<file path="src/rtl/msi_pkg.sv">
package msi_pkg;
  localparam int unsigned MSI_MAX_VEC = 32;

  function automatic logic [MSI_MAX_VEC-1:0] vec_onehot(input logic [$clog2(MSI_MAX_VEC)-1:0] v,
                                                        input logic en);
    vec_onehot = '0;
    if (en) vec_onehot[v] = 1'b1;
  endfunction
endpackage

</file>
<file path="src/rtl/msi_lowest_pick.sv">
module msi_lowest_pick #(
  parameter int unsigned N   = 32,
  localparam int unsigned W  = $clog2(N)
) (
  input  logic [N-1:0] req_i,
  output logic         any_o,
  output logic [W-1:0] idx_o,
  output logic [N-1:0] oh_o
);
  always_comb begin
    idx_o = '0;
    for (int i = N - 1; i >= 0; i--) begin
      if (req_i[i]) idx_o = W'(i);
    end
  end

  assign any_o = |req_i;
  assign oh_o  = any_o ? (N'(1) << idx_o) : '0;
endmodule

</file>
<file path="src/rtl/msi_vec_regs.sv">
module msi_vec_regs #(
  parameter int unsigned N  = 32
) (
  input  logic         clk_i,
  input  logic         rst_ni,
  input  logic         mask_we_i,
  input  logic [N-1:0] mask_wdata_i,
  input  logic [N-1:0] req_oh_i,
  input  logic         clr_we_i,
  input  logic [N-1:0] clr_data_i,
  input  logic [N-1:0] taken_oh_i,
  output logic [N-1:0] mask_q_o,
  output logic [N-1:0] pend_q_o,
  output logic [N-1:0] send_q_o
);
  logic [N-1:0] msk_req, unm_req, unmask_fire, clr_vec;
  logic [N-1:0] mask_d, pend_d, send_d;

  // request decision uses the mask as it stands this cycle
  assign msk_req = req_oh_i & mask_q_o;
  assign unm_req = req_oh_i & ~mask_q_o;
  assign mask_d  = mask_we_i ? mask_wdata_i : mask_q_o;
  assign clr_vec = clr_we_i ? clr_data_i : '0;

  assign unmask_fire = (pend_q_o | msk_req) & mask_q_o & ~mask_d;

  assign pend_d = ((pend_q_o & ~clr_vec) | msk_req) & ~unmask_fire & ~unm_req;
  assign send_d = (send_q_o & ~taken_oh_i) | unm_req | unmask_fire;

  always_ff @(posedge clk_i or negedge rst_ni) begin
    if (!rst_ni) begin
      mask_q_o <= '0;
      pend_q_o <= '0;
      send_q_o <= '0;
    end else begin
      mask_q_o <= mask_d;
      pend_q_o <= pend_d;
      send_q_o <= send_d;
    end
  end
endmodule

</file>
<file path="src/rtl/msi_mask_tracker.sv">
module msi_mask_tracker
  import msi_pkg::*;
#(
  parameter int unsigned NUM_VEC = MSI_MAX_VEC,
  localparam int unsigned VEC_W  = $clog2(NUM_VEC),
  localparam int unsigned CNT_W  = VEC_W + 1
) (
  input  logic               clk_i,
  input  logic               rst_ni,
  input  logic [CNT_W-1:0]   vec_count_i,
  input  logic               mask_we_i,
  input  logic [NUM_VEC-1:0] mask_wdata_i,
  output logic [NUM_VEC-1:0] mask_o,
  input  logic               irq_valid_i,
  input  logic [VEC_W-1:0]   irq_vec_i,
  input  logic               pend_clr_we_i,
  input  logic [NUM_VEC-1:0] pend_clr_data_i,
  output logic [NUM_VEC-1:0] pending_o,
  output logic               msg_valid_o,
  output logic [VEC_W-1:0]   msg_vec_o,
  input  logic               msg_ready_i
);
  logic               req_ok;
  logic [NUM_VEC-1:0] req_oh, send_q, taken_oh, pick_oh;
  logic               pick_any, load;
  logic [VEC_W-1:0]   pick_idx;
  logic               out_valid_q;
  logic [VEC_W-1:0]   out_vec_q;

  assign req_ok = irq_valid_i && ({1'b0, irq_vec_i} < vec_count_i);

  always_comb begin
    req_oh = '0;
    if (req_ok) req_oh[irq_vec_i] = 1'b1;
  end

  msi_vec_regs #(.N(NUM_VEC)) u_regs (
    .clk_i        (clk_i),
    .rst_ni       (rst_ni),
    .mask_we_i    (mask_we_i),
    .mask_wdata_i (mask_wdata_i),
    .req_oh_i     (req_oh),
    .clr_we_i     (pend_clr_we_i),
    .clr_data_i   (pend_clr_data_i),
    .taken_oh_i   (taken_oh),
    .mask_q_o     (mask_o),
    .pend_q_o     (pending_o),
    .send_q_o     (send_q)
  );

  msi_lowest_pick #(.N(NUM_VEC)) u_pick (
    .req_i (send_q),
    .any_o (pick_any),
    .idx_o (pick_idx),
    .oh_o  (pick_oh)
  );

  // output slot refills when empty or when its message is taken
  assign load     = !out_valid_q || msg_ready_i;
  assign taken_oh = load ? pick_oh : '0;

  always_ff @(posedge clk_i or negedge rst_ni) begin
    if (!rst_ni) begin
      out_valid_q <= 1'b0;
      out_vec_q   <= '0;
    end else if (load) begin
      out_valid_q <= pick_any;
      out_vec_q   <= pick_idx;
    end
  end

  assign msg_valid_o = out_valid_q;
  assign msg_vec_o   = out_vec_q;
endmodule

</file>
<file path="config.mk">
export PLATFORM = sky130hd
export DESIGN_NAME = msi_mask_tracker
export DESIGN_NICKNAME = d
export VERILOG_FILES = /design/src/rtl/msi_pkg.sv /design/src/rtl/msi_lowest_pick.sv /design/src/rtl/msi_vec_regs.sv /design/src/rtl/msi_mask_tracker.sv
export SDC_FILE = /design/constraint.sdc
export NUM_CORES = 1
export LEC_CHECK = 0
export BUFFER_PORTS_ARGS = -buffer_cell sky130_fd_sc_hd__buf_2
export CAP_MARGIN = 15
export CORE_AREA = 2 2 146 77
export DETAILED_ROUTE_END_ITERATION = 8
export DIE_AREA = 0 0 148 79
export PLACE_DENSITY = 0.81
export SLEW_MARGIN = 20
export SYNTH_ARGS = -nofsm -noshare
export SYNTH_HDL_FRONTEND = slang
export SYNTH_SLANG_ARGS = --single-unit
export TNS_END_PERCENT = 10
</file>
<file path="constraint.sdc">
create_clock -name clk_i -period 3.1 [get_ports clk_i]
set_input_delay 0.31 -clock clk_i [delete_from_list [all_inputs] [get_ports clk_i]]
set_output_delay 0.31 -clock clk_i [all_outputs]
set_load 0.02 [all_outputs]
</file>
==> impl_results.md, run 1 <==
- Post-synth top flop: dfrtp_1
- Max Cap Viol: 0
- GP Congestion: 0.929
- CTS max path bufs: 2
- Worst-path clk slew: 70 ps
- Crit path largest cell delay: 590 ps
- CP Launch Type: flop
- Antenna diodes: 0
- Vias in the first global route: 5006
- Setup CP Type: reg -> reg
- Crit-path leading delay family: simple AND/OR/NAND/NOR gates
- Metal2 WL: 6980 um
- Die ar.: 0.0117 mm2
- Synthesized area: 0.00526 mm2
- Status: complete, no violations
- Cts bufs inserted: 9
- Register area: 0.00255 mm2
- Wire per inst: 19.6 um
- Top-count cell post-synth: dfrtp_1
- Post-synth EDFFs: 0
- Drt drc: 0
- Cell taking the most area after synthesis: dfrtp_1
- Synthesized Nets: 622
- Top-area cell type share of the netlist area: 48.5%
- Postcts setup bufs: 0
- TritonCTS clock tree: built
- CP Capture Type: flop
- Mapped Cells: 537
- Crit path DAT: 2740 ps
- Top post-synthesis cells by area: dfrtp_1, mux2_2, nand2_1
- Port Buf Inserts: 150
- Met3 WL post-DR: 1410 um
- Initial DRC count: 437
- CTS resizes: 0
- Rows: 27
- Metal-1 WL: 7720 um
- First-pass DRT Iterations: 5
- Detail Placement HPWL: 11900 um
- Drt total wl: 16400 um
- Post-route cell area: 0.00653 mm2
- Global Route Usage Sum: 28.6%
- Post-synthesis sequential area ratio: 48.5%
- Core Box Area: 0.0105 mm2
- Achievable frequency: 0.399 GHz
- Total Nets Final: 769
- Top layer used by detailed routing: met4
- # hold bufs at CTS: 0
- Synth unique cells: 51
- Peak VDD IR: 0.407 mV
- Initial antenna violation count: 0
- Via density: 6.10
- Syn avg cell area: 9.80 um2
- Worst clock skew: 7.06 ps
- Worst path bufs/invs: 0
- Crit path cell chain: or4_1, o211a_1, o21ai_2, nand2_2, or4b_1, a22o_1
- Largest net degree at the start of global routing: 59
- Layout cells sized above 1: 31.8%
- Dpl cell area: 0.00623 mm2
- Pins Over Slew Limit: 0
- Critical path's slowest cell: or4b_1
- WP data required: 3330 ps
- Clock sink count: 102
- CP Depth: 6
- Period utilization: 80.8%
- Final count of hold timing violations: 0
- Gr ovfl total: 0
- Hold Path Class: in -> async
- R2R depth: 6
- Filler cells: 920
- Antenna Nets Post-Route: 0
- Die Wd: 148 um
- Total chip power: 4.50 mW
- FF+latch count, synth: 102
- Worst Path Max Fanout: 15
- Unrepaired setup endpoints after global routing: false
- Vias post-DR: 5085
- Slew headroom: 29.8%
- Clock root buffer: clkbuf_16
- Later-pin clock latency in the skew report: 340 ps
- Area of the multi-input gates: 0.00259 mm2
- Asr flop ratio synth: 100%
- Setup Viol. Count Final: 0
- Starting density of the core: 49.9%
- Die H: 79 um
- IO Pins: 151
- Global-route wire length before repair: 26200 um
- Count of warnings emitted by yosys: 0
- Setup TNS: 0 ps
- Final min period: 2500 ps
- Pleak: 3.03 nW
- Measured slew at the worst slew-check pin: 1050 ps
- Commonest cells post-synth: dfrtp_1, nand2_1, a21oi_1, a22o_1, mux2_2
- P&R area growth vs syn: 24.1%
- PwrDens: 690 mW/mm2
- H-tree Lvls: 3
[placed cells by master, fill, tap and decap left out, types with 5 or more instances in the layout]
master / synthesis / routed
o41ai_1: 15 / 15
nand2_1: 95 / 95
nand2b_1: 6 / 6
a21boi_1: 5 / 5
nor2_1: 20 / 20
inv_1: 11 / 11
a22oi_1: 28 / 28
o21ai_0: 31 / 31
nor4_1: 9 / 9
a21o_1: 5 / 5
buf_2: 3 / 149
dfrtp_1: 102 / 102
clkbuf_16: 0 / 9
a22o_1: 33 / 33
o2111ai_1: 5 / 5
mux2_2: 32 / 32
o21ai_1: 9 / 9
buf_4: 0 / 13
nand4_1: 7 / 7
a21oi_1: 38 / 38
[where the power goes]
part | total [mW] | leakage, nW | switching (mW) | internal, mW
clock | 1.13 | 0.136 | 0.497 | 0.629
sequential | 1.86 | 1.25 | 0.296 | 1.57
combinational | 1.52 | 1.64 | 0.988 | 0.527
[area by class of cell]
type                            count  area share, %
Clock buffer                       11           3.56
Clock inverter                      5          0.901
Timing Repair Buffer              163           13.2
Sequential cell                   102           39.1
Inverter                           12          0.690
Tap cell                          145           2.78
Multi-Input combinational cell    396           39.7
[sequential cells by signal (all words and copies together), names as in the netlist]
signal,count
msg_vec_o,5
msg_valid_o,1
u_regs.send_q_o,32
u_regs.pend_q_o,32
u_regs.mask_q_o,32
[per-stage QoR]
stage | hold WS [ps] | worst slack [ps] | cells | util, %
after global placement | 415 | 627 | 818 | 59.2
after CTS | 64.4 | 636 | 834 | 61.9
after global routing | 82.3 | 510 | 834 | 61.9
after detailed placement | 427 | 528 | 818 | 59.2
after floorplan | 14.4 | 865 | 537 | -
final | 35.5 | 595 | 834 | 61.9
[logic make-up (layout without fill, tap and decap cells)]
family          Yosys count  in the layout  share of synthesized area, %
mux                      32             32                          6.85
compound gates          193            193                          25.8
fa+ha+maj                 4              4                         0.952
flops                   102            102                          48.5
simple gates            167            167                          15.0
buf+inv                  39            191                          2.85
[layer usage]
| metal | vias up | track usage [%] |
|---|---|---|
| met3 | 27 | 6.90 |
| met5 | - | 0 |
| met1 | 2466 | 41.7 |
| li1 | 2320 | - |
| met2 | 272 | 43.2 |
| met4 | 0 | 6.67 |
[path summary, 6_finish.rpt]
kind                                               start                             to  slack, ps
min in group clk_i                       mask_wdata_i[9]   u_regs.mask_q_o[9]$_DFF_PN0_        210
setup / recovery           u_regs.send_q_o[27]$_DFF_PN0_   u_regs.send_q_o[5]$_DFF_PN0_        600
hold reg to reg                 msg_vec_o[4]$_DFFE_PN0P_       msg_vec_o[4]$_DFFE_PN0P_        490
max in group asynchronous                         rst_ni   u_regs.send_q_o[1]$_DFF_PN0_       2350
hold / removal                                    rst_ni  u_regs.mask_q_o[27]$_DFF_PN0_         40
setup reg to reg           u_regs.send_q_o[27]$_DFF_PN0_   u_regs.send_q_o[5]$_DFF_PN0_        600
(Power assumes the default switching activity.)
==> run 2: changes to the inputs <==
- clock period: 3.1 -> 2.5 ns (I/O delays scaled with it)
==> impl_results.md, run 2 (synthesized netlist as in run 1, its figures left out) <==
- Status: complete, no violations
- Detail Placement HPWL: 11800 um (-1.5%)
- Peak VDD IR: 0.444 mV (+9.1%)
- Largest net degree at the start of global routing: 60 (+1.7%)
- CP Launch Type: flop
- Total Nets Final: 781 (+1.6%)
- Worst setup path start: u_regs.send_q_o[20]$_DFF_PN0_
- Clock sink count: 102 (unchanged)
- Period utilization: 94.8% (+14 points)
- Hold path depth: 2
- Setup CP Type: reg -> reg
- Port Buf Inserts: 150 (unchanged)
- Initial DRC count: 413 (-5.5%)
- Antenna Nets Post-Route: 0 (unchanged)
- P&R area growth vs syn: 27.0%
- Max Cap Viol: 0 (unchanged)
- Later-pin clock latency in the skew report: 360 ps (+20 ps)
- Worst clock skew: 10.9 ps (+3.82 ps)
- Via density: 6.06 (-0.60%)
- PwrDens: 868 mW/mm2 (+26%)
- IO Pins: 151 (unchanged)
- Setup Viol. Count Final: 0 (unchanged)
- Clock root buffer: clkbuf_16
- Rows: 27 (unchanged)
- R2R Path Start: u_regs.send_q_o[20]$_DFF_PN0_
- Die Wd: 148 um (unchanged)
- TritonCTS clock tree: built
- Most frequent cells in the layout: buf_2, dfrtp_1, nand2_1
- Core Box Area: 0.0105 mm2 (unchanged)
- Die ar.: 0.0117 mm2 (unchanged)
- CTS max path bufs: 2 (unchanged)
- CP Capture Type: flop
- Final count of hold timing violations: 0 (unchanged)
- Starting density of the core: 49.9% (unchanged)
- R2R depth: 6 (unchanged)
- Achievable frequency: 0.422 GHz (+5.7%)
- Crit path largest cell delay: 490 ps (-100 ps)
- First-pass DRT Iterations: 5 (unchanged)
- Gr ovfl total: 0 (unchanged)
- Drt drc: 0 (unchanged)
- Largest regs: u_regs.mask_q_o (32), u_regs.pend_q_o (32), u_regs.send_q_o (32)
- Critical path's slowest cell: o211a_1
- Antenna diodes: 0 (unchanged)
- Hold Path Class: in -> reg
- Unrepaired setup endpoints after global routing: false
- Layout cells sized above 1: 33.1% (+1.3 points)
- Global Route Usage Sum: 28.2% (-0.35 points)
- Dpl cell area: 0.00634 mm2 (+1.7%)
- Commonest non-fill, non-tap cell in the layout: buf_2
- Crit path cell chain: or3_1, a221o_1, a21oi_1, o211a_1, o2111ai_1, a21o_1
- Crit path DAT: 2610 ps (-130 ps)
- Setup TNS: 0 ps (unchanged)
- Filler cells: 868 (-5.7%)
- Drt total wl: 16100 um (-1.6%)
- Vias post-DR: 5127 (+0.83%)
- Initial antenna violation count: 0 (unchanged)
- Die H: 79 um (unchanged)
- Pins Over Slew Limit: 0 (unchanged)
- Hold Worst Slack: 136 ps (+101 ps)
- Postcts setup bufs: 0 (unchanged)
- Wire per inst: 19.0 um (-3.0%)
- Slew headroom: 50.6% (+21 points)
- Final min period: 2370 ps (-134 ps)
- WP data required: 2740 ps (-590 ps)
- Vias in the first global route: 4858 (-3.0%)
- Pleak: 3.12 nW (+3.0%)
- GP Congestion: 0.918 (-1.2%)
- Global-route wire length before repair: 25600 um (-2.1%)
- Cts bufs inserted: 9 (unchanged)
- Worst Path Max Fanout: 12 (-3)
- Post-route cell area: 0.00668 mm2 (+2.3%)
- Measured slew at the worst slew-check pin: 739 ps (-312 ps)
- Worst-path clk slew: 80 ps (about the same)
- H-tree Lvls: 3 (unchanged)
- Min-Delay Startpoint: mask_wdata_i[14]
run 2: path summary, 6_finish.rpt:
kind                       slack (ps)                             to
hold / removal                    140  u_regs.mask_q_o[14]$_DFF_PN0_
hold reg to reg                   490       msg_vec_o[2]$_DFFE_PN0P_
max in group asynchronous        1320  u_regs.send_q_o[11]$_DFF_PN0_
min in group asynchronous         450  u_regs.mask_q_o[21]$_DFF_PN0_
setup reg to reg                  130   u_regs.send_q_o[9]$_DFF_PN0_
setup / recovery                  130   u_regs.send_q_o[9]$_DFF_PN0_
run 2: layout make-up:
class                      instances  area (um2)  share of cell area (%)
clock inverter                     7         103                    1.54
inverter                          12        45.0                   0.674
multi-input combinational        396        2590                    38.8
clock buffer                       9         225                    3.37
timing repair buffer             175         981                    14.7
tap                              145         181                    2.72
sequential                       102        2550                    38.2
run 2: critical path: cells and delay by family, from the launching register on:
kind	cells	cell delay, ps
compound gates	5	1430
flops	1	430
simple gates	1	390
run 2: power by group:
part	leakage, nW	total (mW)	switching [mW]	internal (mW)
clock	0.163	1.54	0.646	0.894
combinational	1.71	1.95	1.22	0.728
sequential	1.25	2.31	0.368	1.94
total	3.12	5.80	2.24	3.56
run 2: through the flow:
| stage | setup slack (ps) | cells | total power, mW | util [%] |
|---|---|---|---|---|
| floorplan | 325 | 537 | 3.45 | - |
| global placement | 168 | 829 | 4.18 | 60.2 |
| detailed placement | 109 | 829 | 4.23 | 60.2 |
| CTS | 95.7 | 846 | 5.77 | 63.4 |
| global route | 7.66 | 846 | 6.09 | 63.4 |
| finish | 129 | 846 | 5.80 | 63.4 |
run 2: layer usage:
layer / track usage, % / share of wire (%)
met1: 43.8 / 48
met2: 39.4 / 41
met4: 8.48 / 1.9
met5: 0 / 0
met3: 5.75 / 8.8
run 2: what timing repair did:
action,4_1_cts,5_1_grt
resized for setup,0,1
endpoints found under the setup margin,0,6
hold endpoints to repair,43,0
hold buffers,1,0
==> run 3: changes to the inputs <==
- clock period: 2.5 -> 2.3 ns (I/O delays scaled with it)
==> impl_results.md, run 3 (synthesized netlist as in run 1, its figures left out) <==
- Status: complete, no violations
- Critical path's slowest cell: or4_1
- Clock sink count: 102 (unchanged)
- Clock share of power: 24.5% (-2.0 points)
- Die ar.: 0.0117 mm2 (unchanged)
- Peak VDD IR: 0.598 mV (+35%)
- CP Launch Type: flop
- Post-Place Cells: 840 (+1.3%)
- Final min period: 2260 ps (-112 ps)
- R2R Path End: u_regs.send_q_o[5]$_DFF_PN0_
- Drt drc: 0 (unchanged)
- Largest regs: u_regs.mask_q_o (32), u_regs.pend_q_o (32), u_regs.send_q_o (32)
- Setup Slack @ Placement: -102 ps (-211 ps)
- Initial antenna violation count: 0 (unchanged)
- Wire per inst: 19.2 um (+1.2%)
- First-pass DRT Iterations: 6 (+1)
- Slew headroom: 53.2% (+2.5 points)
- Unrepaired setup endpoints after global routing: true
- Global Route Usage Sum: 28.8% (+0.57 points)
- P&R area growth vs syn: 29.7%
- Global-route wire length before repair: 26200 um (+2.3%)
- Starting density of the core: 49.9% (unchanged)
- Cts bufs inserted: 9 (unchanged)
- Vias in the first global route: 5123 (+5.5%)
- WP data required: 2540 ps (-200 ps)
- Hold Path Class: in -> reg
- Vias post-DR: 5172 (+0.88%)
- CP Capture Type: flop
- Hold path depth: 2 (unchanged)
- Sw frac: 39.6% (+1.1 points)
- Dpl cell area: 0.00644 mm2 (+1.5%)
- Worst-path clk slew: 70 ps (about the same)
- Pint: 3.90 mW (+9.5%)
- Crit path DAT: 2500 ps (-110 ps)
- Pleak: 3.18 nW (+2.1%)
- TritonCTS clock tree: built
- R2R setup slack: 40 ps (-90 ps)
- Setup Viol. Count Final: 0 (unchanged)
- Combinational Power Share: 36.8% (+3.2 points)
- Drt total wl: 16500 um (+2.5%)
- Max Cap Viol: 0 (unchanged)
- Measured slew at the worst slew-check pin: 703 ps (-36.5 ps)
- Port Buf Inserts: 150 (unchanged)
- Setup CP Type: reg -> reg
- Hold path endpoint: u_regs.mask_q_o[11]$_DFF_PN0_
- Min-Delay Startpoint: mask_wdata_i[11]
- Postcts setup bufs: 0 (unchanged)
- Worst clock skew: 6.57 ps (-4.31 ps)
- Most frequent cells in the layout: buf_2, dfrtp_1, nand2_1
- GP Congestion: 0.900 (-1.9%)
- Final count of hold timing violations: 0 (unchanged)
- Setup TNS: 0 ps (unchanged)
- Layout cells sized above 1: 35.5% (+2.4 points)
- Via density: 6.04 (-0.42%)
- Rows: 27 (unchanged)
- Commonest non-fill, non-tap cell in the layout: buf_2
- Gr ovfl total: 0 (unchanged)
- Antenna Nets Post-Route: 0 (unchanged)
- Die H: 79 um (unchanged)
- Clock root buffer: clkbuf_16
- Crit path cell chain: or4_1, o211a_1, o21ai_2, nand2_2, or4b_1, a22o_1
- Die Wd: 148 um (unchanged)
- Sequential share of power: 38.7% (-1.1 points)
- Pins Over Slew Limit: 0 (unchanged)
- Post-route cell area: 0.00682 mm2 (+2.1%)
- R2R depth: 6 (unchanged)
- Achievable frequency: 0.443 GHz (+5.0%)
- Antenna diodes: 0 (unchanged)
- H-tree Lvls: 3 (unchanged)
- PwrDens: 947 mW/mm2 (+9.1%)
- Core Box Area: 0.0105 mm2 (unchanged)
- Switching power total: 2.56 mW (+14%)
- Fin cells: 857 (+1.3%)
- Detail Placement HPWL: 12000 um (+2.5%)
- Period utilization: 98.2% (+3.4 points)
- Total Nets Final: 792 (+1.4%)
- Worst Path Max Fanout: 4 (-8)
- Largest net degree at the start of global routing: 46 (-23%)
- Final Worst Setup Slack: 41.5 ps (-87.8 ps)
- IO Pins: 151 (unchanged)
- Core Util, Final: 64.7% (+1.4 points)
- Initial DRC count: 496 (+20%)
- Crit path largest cell delay: 560 ps (+70 ps)
- Later-pin clock latency in the skew report: 350 ps (about the same)
- R2R Path Start: u_regs.send_q_o[27]$_DFF_PN0_
- CTS max path bufs: 2 (unchanged)
==> run 3: changes by cell type in the layout (fill, tap and decap cells not counted), moves of 3 or more <==
cell     previous run  this run
buf_4              22        32
nor4_1              9         6
o41ai_2             0         6
o41ai_1            15         9
nor4_2              0         3
==> run 3: repair_timing <==
action | CTS | global route
hold buffers | 1 | 0
hold endpoints to repair | 36 | 0
gates resized for setup | 1 | 10
endpoints found under the setup margin | 8 | 25
==> run 3: per-layer routing <==
layer,GRT usage (%),wire (um),vias up,share of wire (%)
met5,0,0,-,0
met1,42.1,7860,2537,48
met2,43.1,7080,255,43
li1,-,-,2360,-
met4,6.48,186,0,1.1
met3,7.53,1370,20,8.3
==> run 3: how the worst max path moves through the flow <==
stage | from | to
2_1_floorplan | u_regs.send_q_o[27]$_DFF_PN0_ | u_regs.send_q_o[5]$_DFF_PN0_
3_3_place_gp | vec_count_i[4] | u_regs.pend_q_o[23]$_DFF_PN0_
3_5_place_dp | vec_count_i[4] | u_regs.pend_q_o[23]$_DFF_PN0_
4_1_cts | u_regs.send_q_o[18]$_DFF_PN0_ | u_regs.send_q_o[11]$_DFF_PN0_
5_1_grt | u_regs.send_q_o[27]$_DFF_PN0_ | u_regs.send_q_o[13]$_DFF_PN0_
6_report | u_regs.send_q_o[27]$_DFF_PN0_ | u_regs.send_q_o[5]$_DFF_PN0_
==> run 3: cell type report <==
type	instances	area, um2
Fill cell	893	3720
Multi-Input combinational cell	396	2660
Sequential cell	102	2550
Timing Repair Buffer	186	1080
Clock buffer	10	239
Tap cell	145	181
Clock inverter	6	68.8
Inverter	12	45.0
==> run 3: metrics by stage <==
step | power (mW) | hold slack [ps]
finish | 6.46 | 121
CTS | 6.34 | 112
global route | 6.78 | 116
detailed placement | 4.73 | 240
floorplan | 3.75 | -65.6
global placement | 4.67 | 224
==> run 3: critical path: cells and delay by family (launching register included) <==
family	cells	cell delay, ps
and+or+nand+nor	3	1160
DFF	1	410
AOI/OAI and AO/OA	3	600
==> run 3: power groups by stage <==
stage                     clock network (mW)  registers [mW]  logic [mW]
after floorplan                            0            2.55        1.20
after global placement                     0            2.47        2.19
after detailed placement                   0            2.49        2.24
after CTS                               1.62            2.46        2.26
after global routing                    1.69            2.54        2.55
final                                   1.58            2.50        2.38
